`src/rtl/lcd_pkg.sv`:
```
package lcd_pkg;

   localparam int SEG_PER_DIGIT = 7;
   localparam int BCD_W         = 4;

   typedef logic [SEG_PER_DIGIT-1:0] seg7_t;

   // bit 0 = a ... bit 6 = g ; digits 6 and 9 carry their tails
   function automatic seg7_t bcd_seg_tailed(input logic [BCD_W-1:0] v);
      seg7_t s;
      case (v)
         4'd0:    s = 7'h3F;
         4'd1:    s = 7'h06;
         4'd2:    s = 7'h5B;
         4'd3:    s = 7'h4F;
         4'd4:    s = 7'h66;
         4'd5:    s = 7'h6D;
         4'd6:    s = 7'h7D;
         4'd7:    s = 7'h07;
         4'd8:    s = 7'h7F;
         4'd9:    s = 7'h6F;
         default: s = 7'h00;
      endcase
      return s;
   endfunction

   // same table, 6 without segment a and 9 without segment d
   function automatic seg7_t bcd_seg_plain(input logic [BCD_W-1:0] v);
      seg7_t s;
      case (v)
         4'd6:    s = 7'h7C;
         4'd9:    s = 7'h67;
         default: s = bcd_seg_tailed(v);
      endcase
      return s;
   endfunction

endpackage

```
`src/rtl/lcd_bp_timer.sv`:
```
module lcd_bp_timer #(
   parameter int HALF_PERIOD = 400
) (
   input  logic clk,
   input  logic rst_n,
   output logic tick_o,
   output logic bp_o
);
   localparam int CW = (HALF_PERIOD > 1) ? $clog2(HALF_PERIOD) : 1;
   localparam logic [CW-1:0] LAST = CW'(HALF_PERIOD - 1);

   logic [CW-1:0] cnt_q;

   assign tick_o = (cnt_q == LAST);

   always_ff @(posedge clk or negedge rst_n) begin
      if (!rst_n) begin
         cnt_q <= '0;
         bp_o  <= 1'b0;
      end else begin
         cnt_q <= tick_o ? '0 : cnt_q + 1'b1;
         bp_o  <= bp_o ^ tick_o;
      end
   end
endmodule

```
`src/rtl/lcd_reading_latch.sv`:
```
module lcd_reading_latch #(
   parameter int NUM_DIGITS = 3
) (
   input  logic                    clk,
   input  logic                    rst_n,
   input  logic                    load_i,
   input  logic [4*NUM_DIGITS-1:0] digits_i,
   input  logic                    thou_i,
   input  logic                    neg_i,
   input  logic                    ovr_i,
   output logic [4*NUM_DIGITS-1:0] digits_q,
   output logic                    thou_q,
   output logic                    neg_q,
   output logic                    ovr_q
);
   always_ff @(posedge clk or negedge rst_n) begin
      if (!rst_n) begin
         digits_q <= '0;
         thou_q   <= 1'b0;
         neg_q    <= 1'b0;
         ovr_q    <= 1'b0;
      end else if (load_i) begin
         digits_q <= digits_i;
         thou_q   <= thou_i;
         neg_q    <= neg_i;
         ovr_q    <= ovr_i;
      end
   end
endmodule

```
`src/rtl/lcd_seg_decoder.sv`:
```
module lcd_seg_decoder #(
   parameter int NUM_DIGITS     = 3,
   parameter bit SIX_NINE_TAILS = 1'b1
) (
   input  logic                    [4*NUM_DIGITS-1:0] digits_i,
   input  logic                                       thou_i,
   input  logic                                       neg_i,
   input  logic                                       ovr_i,
   output logic [lcd_pkg::SEG_PER_DIGIT*NUM_DIGITS-1:0] seg_on_o,
   output logic                                       half_on_o,
   output logic                                       minus_on_o
);
   import lcd_pkg::*;

   for (genvar k = 0; k < NUM_DIGITS; k++) begin : g_digit
      logic [BCD_W-1:0] nib;
      seg7_t            raw;
      assign nib = digits_i[BCD_W*k +: BCD_W];
      if (SIX_NINE_TAILS) begin : g_tailed
         assign raw = bcd_seg_tailed(nib);
      end else begin : g_plain
         assign raw = bcd_seg_plain(nib);
      end
      assign seg_on_o[SEG_PER_DIGIT*k +: SEG_PER_DIGIT] = ovr_i ? '0 : raw;
   end

   assign half_on_o  = thou_i | ovr_i;
   assign minus_on_o = neg_i;
endmodule

```
`src/rtl/lcd_phase_out.sv`:
```
module lcd_phase_out #(
   parameter int W = 23
) (
   input  logic         clk,
   input  logic         rst_n,
   input  logic         tick_i,
   input  logic         bp_i,
   input  logic [W-1:0] on_i,
   output logic [W-1:0] drv_o
);
   // the new backplane level is ~bp_i; on bits invert it
   always_ff @(posedge clk or negedge rst_n) begin
      if (!rst_n)
         drv_o <= '0;
      else if (tick_i)
         drv_o <= on_i ^ {W{~bp_i}};
   end
endmodule

```
`src/rtl/lcd_static_drv.sv`:
```
module lcd_static_drv #(
   parameter int NUM_DIGITS     = 3,
   parameter int HALF_PERIOD    = 400,
   parameter bit SIX_NINE_TAILS = 1'b1
) (
   input  logic                    clk,
   input  logic                    rst_n,
   input  logic                    load_i,
   input  logic [4*NUM_DIGITS-1:0] digits_i,
   input  logic                    thou_i,
   input  logic                    neg_i,
   input  logic                    ovr_i,
   output logic [7*NUM_DIGITS-1:0] seg_o,
   output logic                    half_o,
   output logic                    minus_o,
   output logic                    bp_o
);
   localparam int SEG_W = lcd_pkg::SEG_PER_DIGIT * NUM_DIGITS;
   localparam int DRV_W = SEG_W + 2;

   if (NUM_DIGITS < 1 || NUM_DIGITS > 8) begin : g_bad_digits
      $error("NUM_DIGITS must be 1..8");
   end
   if (HALF_PERIOD < 2) begin : g_bad_period
      $error("HALF_PERIOD must be at least 2");
   end

   logic [4*NUM_DIGITS-1:0] dig_q;
   logic                    thou_q, neg_q, ovr_q;
   logic [SEG_W-1:0]        seg_on;
   logic                    half_on, minus_on;
   logic                    tick;
   logic [DRV_W-1:0]        drv;

   lcd_bp_timer #(.HALF_PERIOD(HALF_PERIOD)) u_timer (
      .clk    (clk),
      .rst_n  (rst_n),
      .tick_o (tick),
      .bp_o   (bp_o)
   );

   lcd_reading_latch #(.NUM_DIGITS(NUM_DIGITS)) u_latch (
      .clk      (clk),
      .rst_n    (rst_n),
      .load_i   (load_i),
      .digits_i (digits_i),
      .thou_i   (thou_i),
      .neg_i    (neg_i),
      .ovr_i    (ovr_i),
      .digits_q (dig_q),
      .thou_q   (thou_q),
      .neg_q    (neg_q),
      .ovr_q    (ovr_q)
   );

   lcd_seg_decoder #(
      .NUM_DIGITS     (NUM_DIGITS),
      .SIX_NINE_TAILS (SIX_NINE_TAILS)
   ) u_dec (
      .digits_i   (dig_q),
      .thou_i     (thou_q),
      .neg_i      (neg_q),
      .ovr_i      (ovr_q),
      .seg_on_o   (seg_on),
      .half_on_o  (half_on),
      .minus_on_o (minus_on)
   );

   lcd_phase_out #(.W(DRV_W)) u_out (
      .clk    (clk),
      .rst_n  (rst_n),
      .tick_i (tick),
      .bp_i   (bp_o),
      .on_i   ({minus_on, half_on, seg_on}),
      .drv_o  (drv)
   );

   assign seg_o   = drv[SEG_W-1:0];
   assign half_o  = drv[SEG_W];
   assign minus_o = drv[SEG_W+1];
endmodule

```
`config.mk`:
```
export PLATFORM = sky130hd
export DESIGN_NAME = lcd_static_drv
export DESIGN_NICKNAME = d
export VERILOG_FILES = /design/src/rtl/lcd_pkg.sv /design/src/rtl/lcd_bp_timer.sv /design/src/rtl/lcd_reading_latch.sv /design/src/rtl/lcd_seg_decoder.sv /design/src/rtl/lcd_phase_out.sv /design/src/rtl/lcd_static_drv.sv
export SDC_FILE = /design/constraint.sdc
export NUM_CORES = 1
export LEC_CHECK = 0
export BUFFER_PORTS_ARGS = -buffer_cell sky130_fd_sc_hd__buf_2
export CORE_MARGIN = 2
export CORE_UTILIZATION = 51
export DETAILED_ROUTE_END_ITERATION = 6
export GPL_ROUTABILITY_DRIVEN = 0
export PLACE_DENSITY = 0.79
export SYNTH_ARGS = -nofsm -noshare
export SYNTH_HDL_FRONTEND = slang
export SYNTH_SLANG_ARGS = --single-unit
export TNS_END_PERCENT = 100
```
`constraint.sdc`:
```
create_clock -name clk -period 1.63 [get_ports clk]
set_input_delay 0 -clock clk [delete_from_list [all_inputs] [get_ports clk]]
set_output_delay 0 -clock clk [all_outputs]
set_load 0.005 [all_outputs]
```
==> flow_results.xml, run 1 <==
<?xml version="1.0" encoding="UTF-8"?>
<metrics>
  <group name="yosys">
    <metric name="synth_largest_area_cell" unit="">dfrtp_1</metric>
    <metric name="postSynthAreaPerCell" unit="µm²">11.06</metric>
    <metric name="synth-seq-cells" unit="">48</metric>
    <metric name="yosys.area.top_type_share" unit="%">42.59</metric>
    <metric name="synth_enable_flop_cells" unit="">0</metric>
    <metric name="synth_sequential_area_ratio" unit="%">42.59</metric>
    <metric name="yosys_most_used_dff" unit="">dfrtp_1</metric>
    <metric name="ys_top_cells_by_area" unit="">dfrtp_1 43%, ha_1 7.1%, mux2_2 6.8%, xor2_1 6.2%, a21oi_1 3.4%</metric>
    <metric name="synthesis.nets" unit="">289</metric>
    <metric name="synthCells" unit="">255</metric>
    <metric name="yosysWarnings" unit="">0</metric>
    <metric name="asyncSetResetFlopFracSynth" unit="%">100.0</metric>
    <metric name="synth_area" unit="mm²">0.002820</metric>
    <metric name="ys_types" unit="">37</metric>
  </group>
  <group name="cells_and_area">
    <metric name="areaGrowthSynthToFinish" unit="%">34.47</metric>
    <metric name="design.final.nets" unit="">372</metric>
    <metric name="antennaDiodeCount" unit="">0</metric>
    <metric name="final_layout_size_suffix_gt1_share" unit="%">41.00</metric>
    <metric name="utilization" unit="%">69.73</metric>
  </group>
  <group name="global_routing">
    <metric name="antenna_found_initial" unit="">0</metric>
    <metric name="grt_overflow_total" unit="">0</metric>
    <metric name="grt_start_max_net_pins" unit="">49</metric>
    <metric name="grt_pass1_wl" unit="mm">9.853</metric>
    <metric name="vias_in_the_first_global_route" unit="">2227</metric>
    <metric name="global_route.usage.total" unit="%">20.25</metric>
  </group>
  <group name="timing">
    <metric name="worstMarginPinSlew" unit="ns">0.4357</metric>
    <metric name="finalSetupTns" unit="ns">-0.01284</metric>
    <metric name="setup_viol" unit="">2</metric>
    <metric name="slew_violations" unit="">0</metric>
    <metric name="timing.clock.skew" unit="ns">0.004637</metric>
    <metric name="final_hold_viol_count" unit="">0</metric>
    <metric name="timing.fmax" unit="GHz">0.6107</metric>
    <metric name="holdWs" unit="ns">0.1476</metric>
    <metric name="worst_slack" unit="ns">-0.007433</metric>
    <metric name="rsz0062_at_grt" unit="">true</metric>
    <metric name="worst_slew_margin_rel" unit="%">70.95</metric>
    <metric name="finalCritPeriodShare" unit="%">100.5</metric>
    <metric name="min_period" unit="ns">1.637</metric>
  </group>
  <group name="floorplanning">
    <metric name="top_level_ports" unit="">42</metric>
    <metric name="fp.dieArea" unit="mm²">0.006140</metric>
    <metric name="fp.dieW" unit="µm">78.36</metric>
    <metric name="placement_rows" unit="">27</metric>
    <metric name="die_y" unit="µm">78.36</metric>
    <metric name="floorplan.core_area" unit="mm²">0.005439</metric>
    <metric name="start_util" unit="%">51.85</metric>
  </group>
  <group name="placement">
    <metric name="io_buffers" unit="">41</metric>
    <metric name="hpwl" unit="mm">3.717</metric>
  </group>
  <group name="min_path">
    <metric name="timing.hold.worst.class" unit="">in2reg</metric>
    <metric name="hold_path.startpoint" unit="">load_i</metric>
    <metric name="holdPathEnd" unit="">u_latch.digits_q[5]$_DFFE_PN0P_</metric>
    <metric name="number_of_cells_on_the_worst_hold_path" unit="">3</metric>
  </group>
  <group name="critical_path">
    <metric name="timing.reg2reg.worst_path_depth" unit="">7</metric>
    <metric name="critical_path.slowest_cell" unit="">dfrtp_2</metric>
    <metric name="worst_r2r_startpoint" unit="">u_latch.digits_q[5]$_DFFE_PN0P_</metric>
    <metric name="critical_path.startpoint_type" unit="">flop</metric>
    <metric name="worstPathRequired" unit="ns">1.83</metric>
    <metric name="r2r-end" unit="">u_out.drv_o[7]$_DFFE_PN0N_</metric>
    <metric name="setup.reg_to_reg.worst_slack" unit="ns">-0.007</metric>
    <metric name="startpoint_to_endpoint_class_of_the_critical_path" unit="">reg2reg</metric>
    <metric name="worst_ep_arrival_time" unit="ns">1.84</metric>
    <metric name="setup.worst_path.end_class" unit="">flop</metric>
    <metric name="timing.critical_path.slowest_cell_delay" unit="ns">0.40</metric>
    <metric name="cp_max_fanout" unit="">4</metric>
    <metric name="cp_cell_sequence" unit="">inv_2, buf_6, ha_4, nor4b_4, a21oi_2, xor2_1, mux2_4</metric>
  </group>
  <group name="status">
    <metric name="status" unit="">finished with violations</metric>
    <metric name="failing_checks" unit="">negative setup slack</metric>
  </group>
  <group name="clock_tree">
    <metric name="tritoncts_num_sinks" unit="">48</metric>
    <metric name="worst_setup_hold_path_clk_slew" unit="ns">0.09</metric>
    <metric name="cts_max_path_buffers" unit="">2</metric>
    <metric name="cts_buffers" unit="">5</metric>
    <metric name="worst_skew_pair.late_latency" unit="ns">0.31</metric>
    <metric name="root_buffer_selected_by_cts" unit="">clkbuf_8</metric>
    <metric name="tritoncts" unit="">done</metric>
    <metric name="cts.htree.levels" unit="">2</metric>
  </group>
  <group name="pwr">
    <metric name="power.density_cell_area" unit="mW/mm²">690.5</metric>
    <metric name="power.total" unit="mW">2.619</metric>
    <metric name="total_leakage_power" unit="nW">1.834</metric>
    <metric name="power.ir.vdd_worst" unit="mV">0.6189</metric>
  </group>
  <group name="route">
    <metric name="drt_wl_total" unit="mm">6.368</metric>
    <metric name="remaining_drc_errors" unit="">0</metric>
    <metric name="detail_route.first_pass.iterations" unit="">4</metric>
    <metric name="detail_route.iter0.violations" unit="">116</metric>
    <metric name="via_count" unit="">2189</metric>
    <metric name="vias_per_cell" unit="">5.326</metric>
    <metric name="ant_nets" unit="">0</metric>
    <metric name="wire_per_inst" unit="µm">15.49</metric>
  </group>
  <group name="run">
    <metric name="maxCapViolCount" unit="">0</metric>
  </group>
</metrics>
[area by class of cell]
cell class	count	area, µm²
Multi-Input combinational cell	185	1685
Sequential cell	48	1206
Fill cell	366	1647
Timing Repair Buffer	91	694.4
Clock buffer	8	90.09
Tap cell	72	90.09
Inverter	7	26.28
[where the power goes]
| group | internal, mW | leakage (nW) | total (mW) | switching (mW) |
|---|---|---|---|---|
| registers | 1.23 | 0.621 | 1.29 | 0.0676 |
| logic | 0.303 | 1.17 | 0.576 | 0.273 |
| clock network | 0.347 | 0.0455 | 0.749 | 0.402 |
| total | 1.88 | 1.83 | 2.62 | 0.743 |
[cells in the mapped netlist (4+ instances only)]
library cell,count
mux2_1,6
xor2_1,20
nor2b_1,4
xnor2_1,7
inv_1,7
mux2_2,17
o21ai_0,15
ha_1,16
mux2i_1,4
nand2b_1,13
a21oi_1,19
buf_2,8
nand2_1,10
nand3_1,6
buf_6,5
mux2_4,4
dfrtp_1,48
nor2_1,16
[per-layer routing]
metal	share of wire [%]	routed length, µm	vias to the layer above	global-route usage [%]
li1	-	-	1041	-
met1	41	2627	1093	23.30
met2	53	3395	44	36.03
met3	3.7	235	11	4.828
met4	1.7	110	0	8.421
met5	0	0	-	0
[critical path: cells and delay by family, from the launching register on]
family          cells  cell delay, ns
flops               1            0.40
buf+inv             2            0.20
mux                 1            0.26
compound gates      1            0.06
fa+ha+maj           1            0.15
xor+xnor            1            0.15
simple gates        1            0.31
[layout by cell type (no fill, tap or decap), drive strengths merged, types with 2 or more instances in the layout]
cell type    Yosys  final
buf             14     74
dfrtp           48     48
mux2            27     27
xor2            20     20
a21oi           19     19
nor2            18     18
dlygate4sd3      0     16
ha              16     16
o21ai           15     15
nand2b          13     13
nand2           10     10
clkbuf           1      9
xnor2            7      7
inv              7      7
nand3            6      6
nor4b            6      6
nor2b            4      4
mux2i            4      4
or4b             3      3
o211ai           3      3
nor4bb           3      3
a21boi           3      3
o311ai           2      2
[cells by family (layout without fill, tap and decap cells)]
group,count (synthesis),after routing,share of synthesized area (%)
AND/OR/NAND/NOR,68,68,16.02
flip-flops,48,48,42.59
AO/OA/AOI/OAI,43,43,8.562
multiplexers,31,31,12.73
XOR/XNOR,27,27,8.385
buffers and inverters,22,106,4.614
adder cells (fa/ha/maj),16,16,7.098
[sequential cells by signal (all words and copies together), names as in the netlist]
signal	cells
u_latch.ovr_q	1
u_timer.cnt_q	9
u_latch.digits_q	12
u_latch.neg_q	1
u_latch.thou_q	1
u_out.drv_o	23
u_timer.bp_o	1
[timing repair]
item                       4_1_cts  5_1_grt
setup endpoints to repair        8       23
pin swaps                        1        9
resized for setup                9       38
hold buffers                    16        0
cloned                           0        1
hold endpoints to repair        63        0
buffers inserted                 5        8
[worst max-delay path by stage]
stage | startpoint | end | slack, ns
after global routing | u_latch.digits_q[9]$_DFFE_PN0P_ | u_out.drv_o[15]$_DFFE_PN0N_ | -0.11
after global placement | u_latch.digits_q[4]$_DFFE_PN0P_ | u_out.drv_o[12]$_DFFE_PN0N_ | -0.03
final | u_latch.digits_q[5]$_DFFE_PN0P_ | u_out.drv_o[7]$_DFFE_PN0N_ | -0.007
after CTS | u_latch.digits_q[5]$_DFFE_PN0P_ | u_out.drv_o[10]$_DFFE_PN0N_ | -0.04
after detailed placement | u_latch.digits_q[4]$_DFFE_PN0P_ | u_out.drv_o[12]$_DFFE_PN0N_ | -0.07
after floorplan | u_latch.digits_q[1]$_DFFE_PN0P_ | u_out.drv_o[3]$_DFFE_PN0N_ | 0.02
[per-stage QoR]
stage          area (µm²)  setup WS (ns)  cells
5_1_grt              3792        -0.1079    411
6_report             3792      -0.007433    411
4_1_cts              3522       -0.04439    402
3_3_place_gp         3188       -0.02602    373
2_1_floorplan        2821        0.01684    255
3_5_place_dp         3188       -0.06701    373
(Power assumes the default switching activity.)
==> run 2: changes to the inputs <==
==> constraint.sdc (replaced) <==
create_clock -name clk -period 1.63 [get_ports clk]
set_input_delay 0.0815 -clock clk [delete_from_list [all_inputs] [get_ports clk]]
set_output_delay 0.0815 -clock clk [all_outputs]
set_load 0.005 [all_outputs]
==> run 2 against run 1 <==
  * The run ends with negative hold slack left
  * Critical path depth unchanged
  * Largest cell class unchanged
  * Worst setup slack better by 0.010 ns
  * Sequential power about the same
  * Highest routed layer unchanged
  * Cell area down 1.1%
  * Register-to-register slack about the same
  * Wire length down 2.0%
==> flow_results.xml, run 2 (same netlist as run 1, synthesis figures left out) <==
<?xml version="1.0" encoding="UTF-8"?>
<metrics>
  <group name="timing">
    <metric name="setup_viol" unit="">0</metric>
    <metric name="timing.clock.skew" unit="ns">0.003405</metric>
    <metric name="timing.fmax" unit="GHz">0.6145</metric>
    <metric name="worst_slack" unit="ns">0.002784</metric>
    <metric name="final_hold_viol_count" unit="">1</metric>
    <metric name="min_period" unit="ns">1.627</metric>
    <metric name="worstMarginPinSlew" unit="ns">0.4308</metric>
    <metric name="rsz0062_at_grt" unit="">true</metric>
    <metric name="worst_slew_margin_rel" unit="%">71.28</metric>
    <metric name="holdWs" unit="ns">-0.0004396</metric>
    <metric name="finalCritPeriodShare" unit="%">99.83</metric>
    <metric name="slew_violations" unit="">0</metric>
  </group>
  <group name="min_path">
    <metric name="timing.hold.worst.class" unit="">in2reg</metric>
    <metric name="hold_path.startpoint" unit="">neg_i</metric>
    <metric name="holdPathEnd" unit="">u_latch.neg_q$_DFFE_PN0P_</metric>
    <metric name="number_of_cells_on_the_worst_hold_path" unit="">2</metric>
  </group>
  <group name="floorplanning">
    <metric name="placement_rows" unit="">27</metric>
    <metric name="start_util" unit="%">51.85</metric>
    <metric name="fp.dieW" unit="µm">78.36</metric>
    <metric name="fp.dieArea" unit="mm²">0.006140</metric>
    <metric name="top_level_ports" unit="">42</metric>
    <metric name="floorplan.core_area" unit="mm²">0.005439</metric>
    <metric name="die_y" unit="µm">78.36</metric>
  </group>
  <group name="placement">
    <metric name="post-place-ws" unit="ns">-0.06701</metric>
    <metric name="io_buffers" unit="">41</metric>
    <metric name="hpwl" unit="mm">3.717</metric>
  </group>
  <group name="clock_tree">
    <metric name="root_buffer_selected_by_cts" unit="">clkbuf_8</metric>
    <metric name="cts.htree.levels" unit="">2</metric>
    <metric name="worst_skew_pair.late_latency" unit="ns">0.31</metric>
    <metric name="cts_max_path_buffers" unit="">2</metric>
    <metric name="tritoncts_num_sinks" unit="">48</metric>
    <metric name="cts_buffers" unit="">5</metric>
    <metric name="worst_setup_hold_path_clk_slew" unit="ns">0.09</metric>
    <metric name="tritoncts" unit="">done</metric>
  </group>
  <group name="cells_and_area">
    <metric name="nFillCells" unit="">371</metric>
    <metric name="final_layout_size_suffix_gt1_share" unit="%">41.49</metric>
    <metric name="antennaDiodeCount" unit="">0</metric>
    <metric name="areaGrowthSynthToFinish" unit="%">33.05</metric>
    <metric name="layout.area.seq" unit="mm²">0.001206</metric>
    <metric name="largest_reg_flops" unit="">23</metric>
    <metric name="multi_input_area" unit="mm²">0.001685</metric>
    <metric name="layout.cells.most_common" unit="">dfrtp_1</metric>
    <metric name="final_cell_mix" unit="">44 x dfrtp_1, 41 x buf_2, 25 x buf_4</metric>
    <metric name="design.final.nets" unit="">368</metric>
    <metric name="reg.largest.list" unit="">u_out.drv_o (23), u_latch.digits_q (12), u_timer.cnt_q (9)</metric>
    <metric name="regMostFlops" unit="">u_out.drv_o</metric>
  </group>
  <group name="route">
    <metric name="vias_per_cell" unit="">5.305</metric>
    <metric name="via_count" unit="">2159</metric>
    <metric name="remaining_drc_errors" unit="">0</metric>
    <metric name="detail_route.first_pass.iterations" unit="">4</metric>
    <metric name="detail_route.iter0.violations" unit="">140</metric>
    <metric name="wire_per_inst" unit="µm">15.33</metric>
    <metric name="ant_nets" unit="">0</metric>
    <metric name="drt_wl_total" unit="mm">6.239</metric>
  </group>
  <group name="critical_path">
    <metric name="timing.critical_path.slowest_cell_delay" unit="ns">0.40</metric>
    <metric name="worst_ep_arrival_time" unit="ns">1.83</metric>
    <metric name="setup.reg_to_reg.worst_slack" unit="ns">0.003</metric>
    <metric name="timing.reg2reg.worst_path_depth" unit="">7</metric>
    <metric name="worstPathRequired" unit="ns">1.84</metric>
    <metric name="r2r-end" unit="">u_out.drv_o[7]$_DFFE_PN0N_</metric>
    <metric name="cp_max_fanout" unit="">4</metric>
    <metric name="critical_path.startpoint_type" unit="">flop</metric>
    <metric name="worst_r2r_startpoint" unit="">u_latch.digits_q[5]$_DFFE_PN0P_</metric>
    <metric name="cp_cell_sequence" unit="">inv_2, buf_6, ha_4, nor4b_4, a21oi_2, xor2_1, mux2_4</metric>
    <metric name="setup.worst_path.end_class" unit="">flop</metric>
    <metric name="startpoint_to_endpoint_class_of_the_critical_path" unit="">reg2reg</metric>
    <metric name="critical_path.slowest_cell" unit="">dfrtp_2</metric>
  </group>
  <group name="run">
    <metric name="maxCapViolCount" unit="">0</metric>
  </group>
  <group name="pwr">
    <metric name="total_leakage_power" unit="nW">1.818</metric>
    <metric name="power.density_cell_area" unit="mW/mm²">697.7</metric>
    <metric name="power.ir.vdd_worst" unit="mV">0.6141</metric>
  </group>
  <group name="global_routing">
    <metric name="grt_pass1_wl" unit="mm">9.646</metric>
    <metric name="vias_in_the_first_global_route" unit="">2171</metric>
    <metric name="antenna_found_initial" unit="">0</metric>
    <metric name="global_route.usage.total" unit="%">19.83</metric>
    <metric name="grt_overflow_total" unit="">0</metric>
    <metric name="grt_start_max_net_pins" unit="">49</metric>
  </group>
  <group name="status">
    <metric name="failing_checks" unit="">negative hold slack</metric>
    <metric name="status" unit="">finished with violations</metric>
  </group>
</metrics>
==> run 2: timing repair <==
| action | 4_1_cts | 5_1_grt |
|---|---|---|
| setup buffers | 5 | 8 |
| pin swaps | 1 | 9 |
| cloned | 0 | 1 |
| gates resized for setup | 9 | 38 |
| hold buffers | 11 | 1 |
| endpoints found under the hold margin | 58 | 1 |
| setup endpoints to repair | 8 | 23 |
==> run 2: power breakdown <==
group	switching (mW)	internal (mW)	leakage [nW]
Sequential	0.0678	1.23	0.621
Clock	0.410	0.347	0.0455
Combinational	0.271	0.297	1.15
==> run 2: final cells by class <==
| type | count | share of cell area [%] |
|---|---|---|
| repair buffers | 87 | 17.44 |
| clock buffers | 8 | 2.401 |
| flip-flops and latches | 48 | 32.14 |
| well taps | 72 | 2.401 |
| inverters | 7 | 0.7002 |
| multi-input cells | 185 | 44.92 |
==> run 2: critical path: cells and delay by family, from the launching register on <==
family                     cells  cell delay (ns)
xor gates and xnor gates       1             0.15
adders and majority gates      1             0.15
buffers and inverters          2             0.20
muxes                          1             0.26
AOI/OAI and AO/OA              1             0.06
and+or+nand+nor                1             0.30
DFF                            1             0.40
==> run 2: how the worst max path moves through the flow <==
| stage | startpoint | cells after the start | endpoint | slack (ns) |
|---|---|---|---|---|
| 4_1_cts | u_latch.digits_q[5]$_DFFE_PN0P_ | 6 | u_out.drv_o[10]$_DFFE_PN0N_ | -0.04 |
| 6_report | u_latch.digits_q[5]$_DFFE_PN0P_ | 7 | u_out.drv_o[7]$_DFFE_PN0N_ | 0.003 |
| 3_5_place_dp | u_latch.digits_q[4]$_DFFE_PN0P_ | 6 | u_out.drv_o[12]$_DFFE_PN0N_ | -0.07 |
| 5_1_grt | u_latch.digits_q[9]$_DFFE_PN0P_ | 6 | u_out.drv_o[15]$_DFFE_PN0N_ | -0.06 |
| 3_3_place_gp | u_latch.digits_q[4]$_DFFE_PN0P_ | 6 | u_out.drv_o[12]$_DFFE_PN0N_ | -0.03 |
| 2_1_floorplan | u_latch.digits_q[1]$_DFFE_PN0P_ | 6 | u_out.drv_o[3]$_DFFE_PN0N_ | 0.02 |
==> run 2: routing by layer <==
layer  GRT usage (%)  part of all wire, %
met3           4.713                  3.5
met5               0                    0
met4           7.719                  1.3
met1           23.07                   42
met2           35.26                   53
==> run 2: stage by stage <==
stage	setup TNS [ns]	cell area, µm²	util (%)	power [mW]	instances
global placement	-0.02602	3188	58.62	1.692	373
detailed placement	-0.09275	3188	58.62	1.708	373
CTS	-0.04439	3472	63.84	2.504	397
global route	-0.1885	3752	68.99	2.744	407
floorplan	0	2821	-	1.586	255
finish	0	3752	68.99	2.618	407
==> run 3: changes to the inputs <==
--- a/config.mk
+++ b/config.mk
@@ -7,11 +7,12 @@
 export LEC_CHECK = 0
 export BUFFER_PORTS_ARGS = -buffer_cell sky130_fd_sc_hd__buf_2
 export CORE_MARGIN = 2
-export CORE_UTILIZATION = 51
+export CORE_UTILIZATION = 52
 export DETAILED_ROUTE_END_ITERATION = 6
 export GPL_ROUTABILITY_DRIVEN = 0
-export PLACE_DENSITY = 0.79
+export PLACE_DENSITY = 0.8
 export SYNTH_ARGS = -nofsm -noshare
 export SYNTH_HDL_FRONTEND = slang
+export SYNTH_HIERARCHICAL = 1
 export SYNTH_SLANG_ARGS = --single-unit
 export TNS_END_PERCENT = 100
==> run 3 against run 2 <==
  * The flow finishes with violations (negative setup slack)
  * Clock skew rose by 0.0022 ns
  * Synthesized cell count fell by 4.7%
  * Die area rose by 0.78%
  * Flip-flop and latch count did not move
==> flow_results.xml, run 3 <==
<?xml version="1.0" encoding="UTF-8"?>
<metrics>
  <group name="status">
    <metric name="status" unit="">finished with violations</metric>
    <metric name="failing_checks" unit="">negative setup slack</metric>
  </group>
  <group name="route">
    <metric name="ant_nets" unit="">0</metric>
    <metric name="detail_route.iter0.violations" unit="">156</metric>
    <metric name="wire_per_inst" unit="µm">16.58</metric>
    <metric name="via_count" unit="">2104</metric>
    <metric name="detail_route.first_pass.iterations" unit="">4</metric>
    <metric name="remaining_drc_errors" unit="">0</metric>
    <metric name="vias_per_cell" unit="">5.247</metric>
    <metric name="drt_wl_total" unit="mm">6.649</metric>
  </group>
  <group name="yosys">
    <metric name="yosys.area.top_type_share" unit="%">41.43</metric>
    <metric name="synthCells" unit="">243</metric>
    <metric name="synth_sequential_area_ratio" unit="%">41.43</metric>
    <metric name="synth_largest_area_cell" unit="">dfrtp_1</metric>
    <metric name="asyncSetResetFlopFracSynth" unit="%">100.0</metric>
    <metric name="ys_top_cells_by_area" unit="">dfrtp_1 41%, mux2_4 16%, xnor2_1 6.9%, ha_1 6.9%, mux2_2 3.1%</metric>
    <metric name="yosys_most_used_dff" unit="">dfrtp_1</metric>
    <metric name="yosysWarnings" unit="">6</metric>
    <metric name="postSynthAreaPerCell" unit="µm²">11.93</metric>
    <metric name="synthesis.nets" unit="">277</metric>
    <metric name="synth.most_common_cell" unit="">dfrtp_1</metric>
    <metric name="ys_types" unit="">46</metric>
    <metric name="synth_enable_flop_cells" unit="">0</metric>
    <metric name="synth_area" unit="mm²">0.002899</metric>
    <metric name="synth-seq-cells" unit="">48</metric>
    <metric name="netlist_top_cells_count" unit="">48 x dfrtp_1, 30 x mux2_4, 23 x xnor2_1</metric>
  </group>
  <group name="timing">
    <metric name="worst_slack" unit="ns">-0.06030</metric>
    <metric name="worst_slew_margin_rel" unit="%">60.04</metric>
    <metric name="timing.fmax" unit="GHz">0.5916</metric>
    <metric name="finalSetupTns" unit="ns">-0.8084</metric>
    <metric name="final_hold_viol_count" unit="">0</metric>
    <metric name="min_period" unit="ns">1.690</metric>
    <metric name="holdWs" unit="ns">0.002863</metric>
    <metric name="finalCritPeriodShare" unit="%">103.7</metric>
    <metric name="timing.clock.skew" unit="ns">0.005639</metric>
    <metric name="setup_viol" unit="">23</metric>
    <metric name="slew_violations" unit="">0</metric>
    <metric name="rsz0062_at_grt" unit="">true</metric>
    <metric name="worstMarginPinSlew" unit="ns">0.5994</metric>
  </group>
  <group name="global_routing">
    <metric name="grt_overflow_total" unit="">0</metric>
    <metric name="grt_start_max_net_pins" unit="">49</metric>
    <metric name="global_route.usage.total" unit="%">20.92</metric>
    <metric name="antenna_found_initial" unit="">0</metric>
    <metric name="vias_in_the_first_global_route" unit="">1993</metric>
    <metric name="grt_pass1_wl" unit="mm">9.915</metric>
  </group>
  <group name="clock_tree">
    <metric name="cts.htree.levels" unit="">2</metric>
    <metric name="worst_setup_hold_path_clk_slew" unit="ns">0.09</metric>
    <metric name="cts_buffers" unit="">5</metric>
    <metric name="cts_max_path_buffers" unit="">2</metric>
    <metric name="worst_skew_pair.late_latency" unit="ns">0.31</metric>
    <metric name="tritoncts_num_sinks" unit="">48</metric>
    <metric name="root_buffer_selected_by_cts" unit="">clkbuf_8</metric>
    <metric name="tritoncts" unit="">done</metric>
  </group>
  <group name="cells_and_area">
    <metric name="areaGrowthSynthToFinish" unit="%">31.68</metric>
    <metric name="final_layout_size_suffix_gt1_share" unit="%">49.54</metric>
    <metric name="nFillCells" unit="">363</metric>
    <metric name="final_cell_mix" unit="">47 x dfrtp_1, 41 x buf_2, 33 x mux2_4</metric>
    <metric name="reg.largest.list" unit="">u_out/drv_o (23), u_latch/digits_q (12), u_timer/cnt_q (9)</metric>
    <metric name="design.final.nets" unit="">362</metric>
    <metric name="layout.cells.most_common" unit="">dfrtp_1</metric>
    <metric name="final_instance_count_excl_fillers" unit="">401</metric>
    <metric name="layout.area.seq" unit="mm²">0.001202</metric>
    <metric name="antennaDiodeCount" unit="">0</metric>
    <metric name="largest_reg_flops" unit="">23</metric>
    <metric name="regMostFlops" unit="">u_out/drv_o</metric>
    <metric name="multi_input_area" unit="mm²">0.001680</metric>
  </group>
  <group name="run">
    <metric name="maxCapViolCount" unit="">0</metric>
  </group>
  <group name="floorplanning">
    <metric name="fp.dieW" unit="µm">78.67</metric>
    <metric name="die_y" unit="µm">78.67</metric>
    <metric name="floorplan.core_area" unit="mm²">0.005439</metric>
    <metric name="start_util" unit="%">53.30</metric>
    <metric name="fp.dieArea" unit="mm²">0.006188</metric>
    <metric name="placement_rows" unit="">27</metric>
    <metric name="top_level_ports" unit="">42</metric>
  </group>
  <group name="critical_path">
    <metric name="cp_max_fanout" unit="">7</metric>
    <metric name="startpoint_to_endpoint_class_of_the_critical_path" unit="">reg2reg</metric>
    <metric name="setup.worst_path.end_class" unit="">flop</metric>
    <metric name="critical_path.startpoint_type" unit="">flop</metric>
    <metric name="worst_ep_arrival_time" unit="ns">1.88</metric>
    <metric name="worstPathRequired" unit="ns">1.82</metric>
  </group>
  <group name="pwr">
    <metric name="power.ir.vdd_worst" unit="mV">0.4905</metric>
    <metric name="total_leakage_power" unit="nW">1.820</metric>
    <metric name="power.density_cell_area" unit="mW/mm²">724.2</metric>
  </group>
  <group name="min_path">
    <metric name="timing.hold.worst.class" unit="">in2reg</metric>
  </group>
  <group name="placement">
    <metric name="hpwl" unit="mm">3.865</metric>
    <metric name="post-place-ws" unit="ns">-0.02499</metric>
    <metric name="post-place-cells" unit="">365</metric>
    <metric name="io_buffers" unit="">41</metric>
  </group>
</metrics>
[run 3: changes by cell type after synthesis, moves of 6 or more]
cell	previous run	this run
buf_2	8	2
mux2_1	6	0
mux2_2	17	8
mux2_4	4	30
nand2b_1	13	7
o21ai_0	15	5
xnor2_1	7	23
xor2_1	20	4
[run 3: power by group]
group	internal [mW]	switching [mW]	leakage (nW)
sequential	1.23	0.0545	0.621
combinational	0.314	0.301	1.14
clock	0.454	0.414	0.0541
total	2.00	0.769	1.82
[run 3: area by class of cell]
| type | count | share of cell area [%] |
|---|---|---|
| timing repair buffer | 91 | 18.32 |
| clock inverter | 3 | 1.114 |
| inverter | 9 | 0.8850 |
| sequential | 48 | 31.50 |
| clock buffer | 5 | 1.803 |
| tap | 72 | 2.360 |
| multi-input combinational | 173 | 44.02 |
[run 3: path summary, 6_finish.rpt]
path	from	endpoint	slack, ns	cells past startpoint
max	u_timer/cnt_q[6]$_DFF_PN0_	u_out/drv_o[5]$_DFFE_PN0P_	-0.06	5
min	digits_i[9]	u_latch/digits_q[9]$_DFFE_PN0P_	0.003	2
max reg2reg	u_timer/cnt_q[6]$_DFF_PN0_	u_out/drv_o[5]$_DFFE_PN0P_	-0.06	5
min reg2reg	u_out/drv_o[7]$_DFFE_PN0P_	u_out/drv_o[7]$_DFFE_PN0P_	0.51	1
max in group asynchronous	rst_n	u_latch/digits_q[7]$_DFFE_PN0P_	0.82	3
min in group asynchronous	rst_n	u_latch/digits_q[0]$_DFFE_PN0P_	0.39	3
[run 3: repair_timing]
item	in CTS	in global routing
gates resized for setup	12	38
pin swaps	0	15
endpoints found under the setup margin	19	23
setup buffers	4	7
hold endpoints to repair	58	4
gates cloned	2	1
hold buffers	11	4
[run 3: worst max-delay path, cell delays in order, from the launching register on]
cell     delay, ns
dfrtp_1       0.40
or3_4         0.41
nor3_4        0.17
buf_6         0.16
buf_12        0.14
mux2_4        0.31
[run 3: metrics by stage]
stage / total power, mW / instance area (µm²) / util (%)
2_1_floorplan: 1.634 / 2907 / -
3_3_place_gp: 1.750 / 3238 / 59.54
3_5_place_dp: 1.768 / 3238 / 59.54
4_1_cts: 2.656 / 3577 / 65.77
5_1_grt: 2.876 / 3817 / 70.19
6_report: 2.765 / 3817 / 70.19
[run 3: cell families (layout without fill, tap and decap cells)]
family | Yosys count | count (layout) | synth area share (%)
and+or+nand+nor | 52 | 52 | 10.49
muxes | 39 | 39 | 18.99
AOI/OAI and AO/OA | 39 | 39 | 8.243
buffers and inverters | 22 | 108 | 5.783
DFF | 48 | 48 | 41.43
adders and majority gates | 16 | 16 | 6.905
xor gates and xnor gates | 27 | 27 | 8.157
[run 3: metal layers]
metal / vias up / global-route usage [%] / share of wire [%]
met5: - / 0 / 0
met4: 0 / 7.544 / 2.4
met3: 16 / 4.023 / 3.9
met2: 58 / 34.10 / 50
met1: 1022 / 27.83 / 44
li1: 1008 / - / -
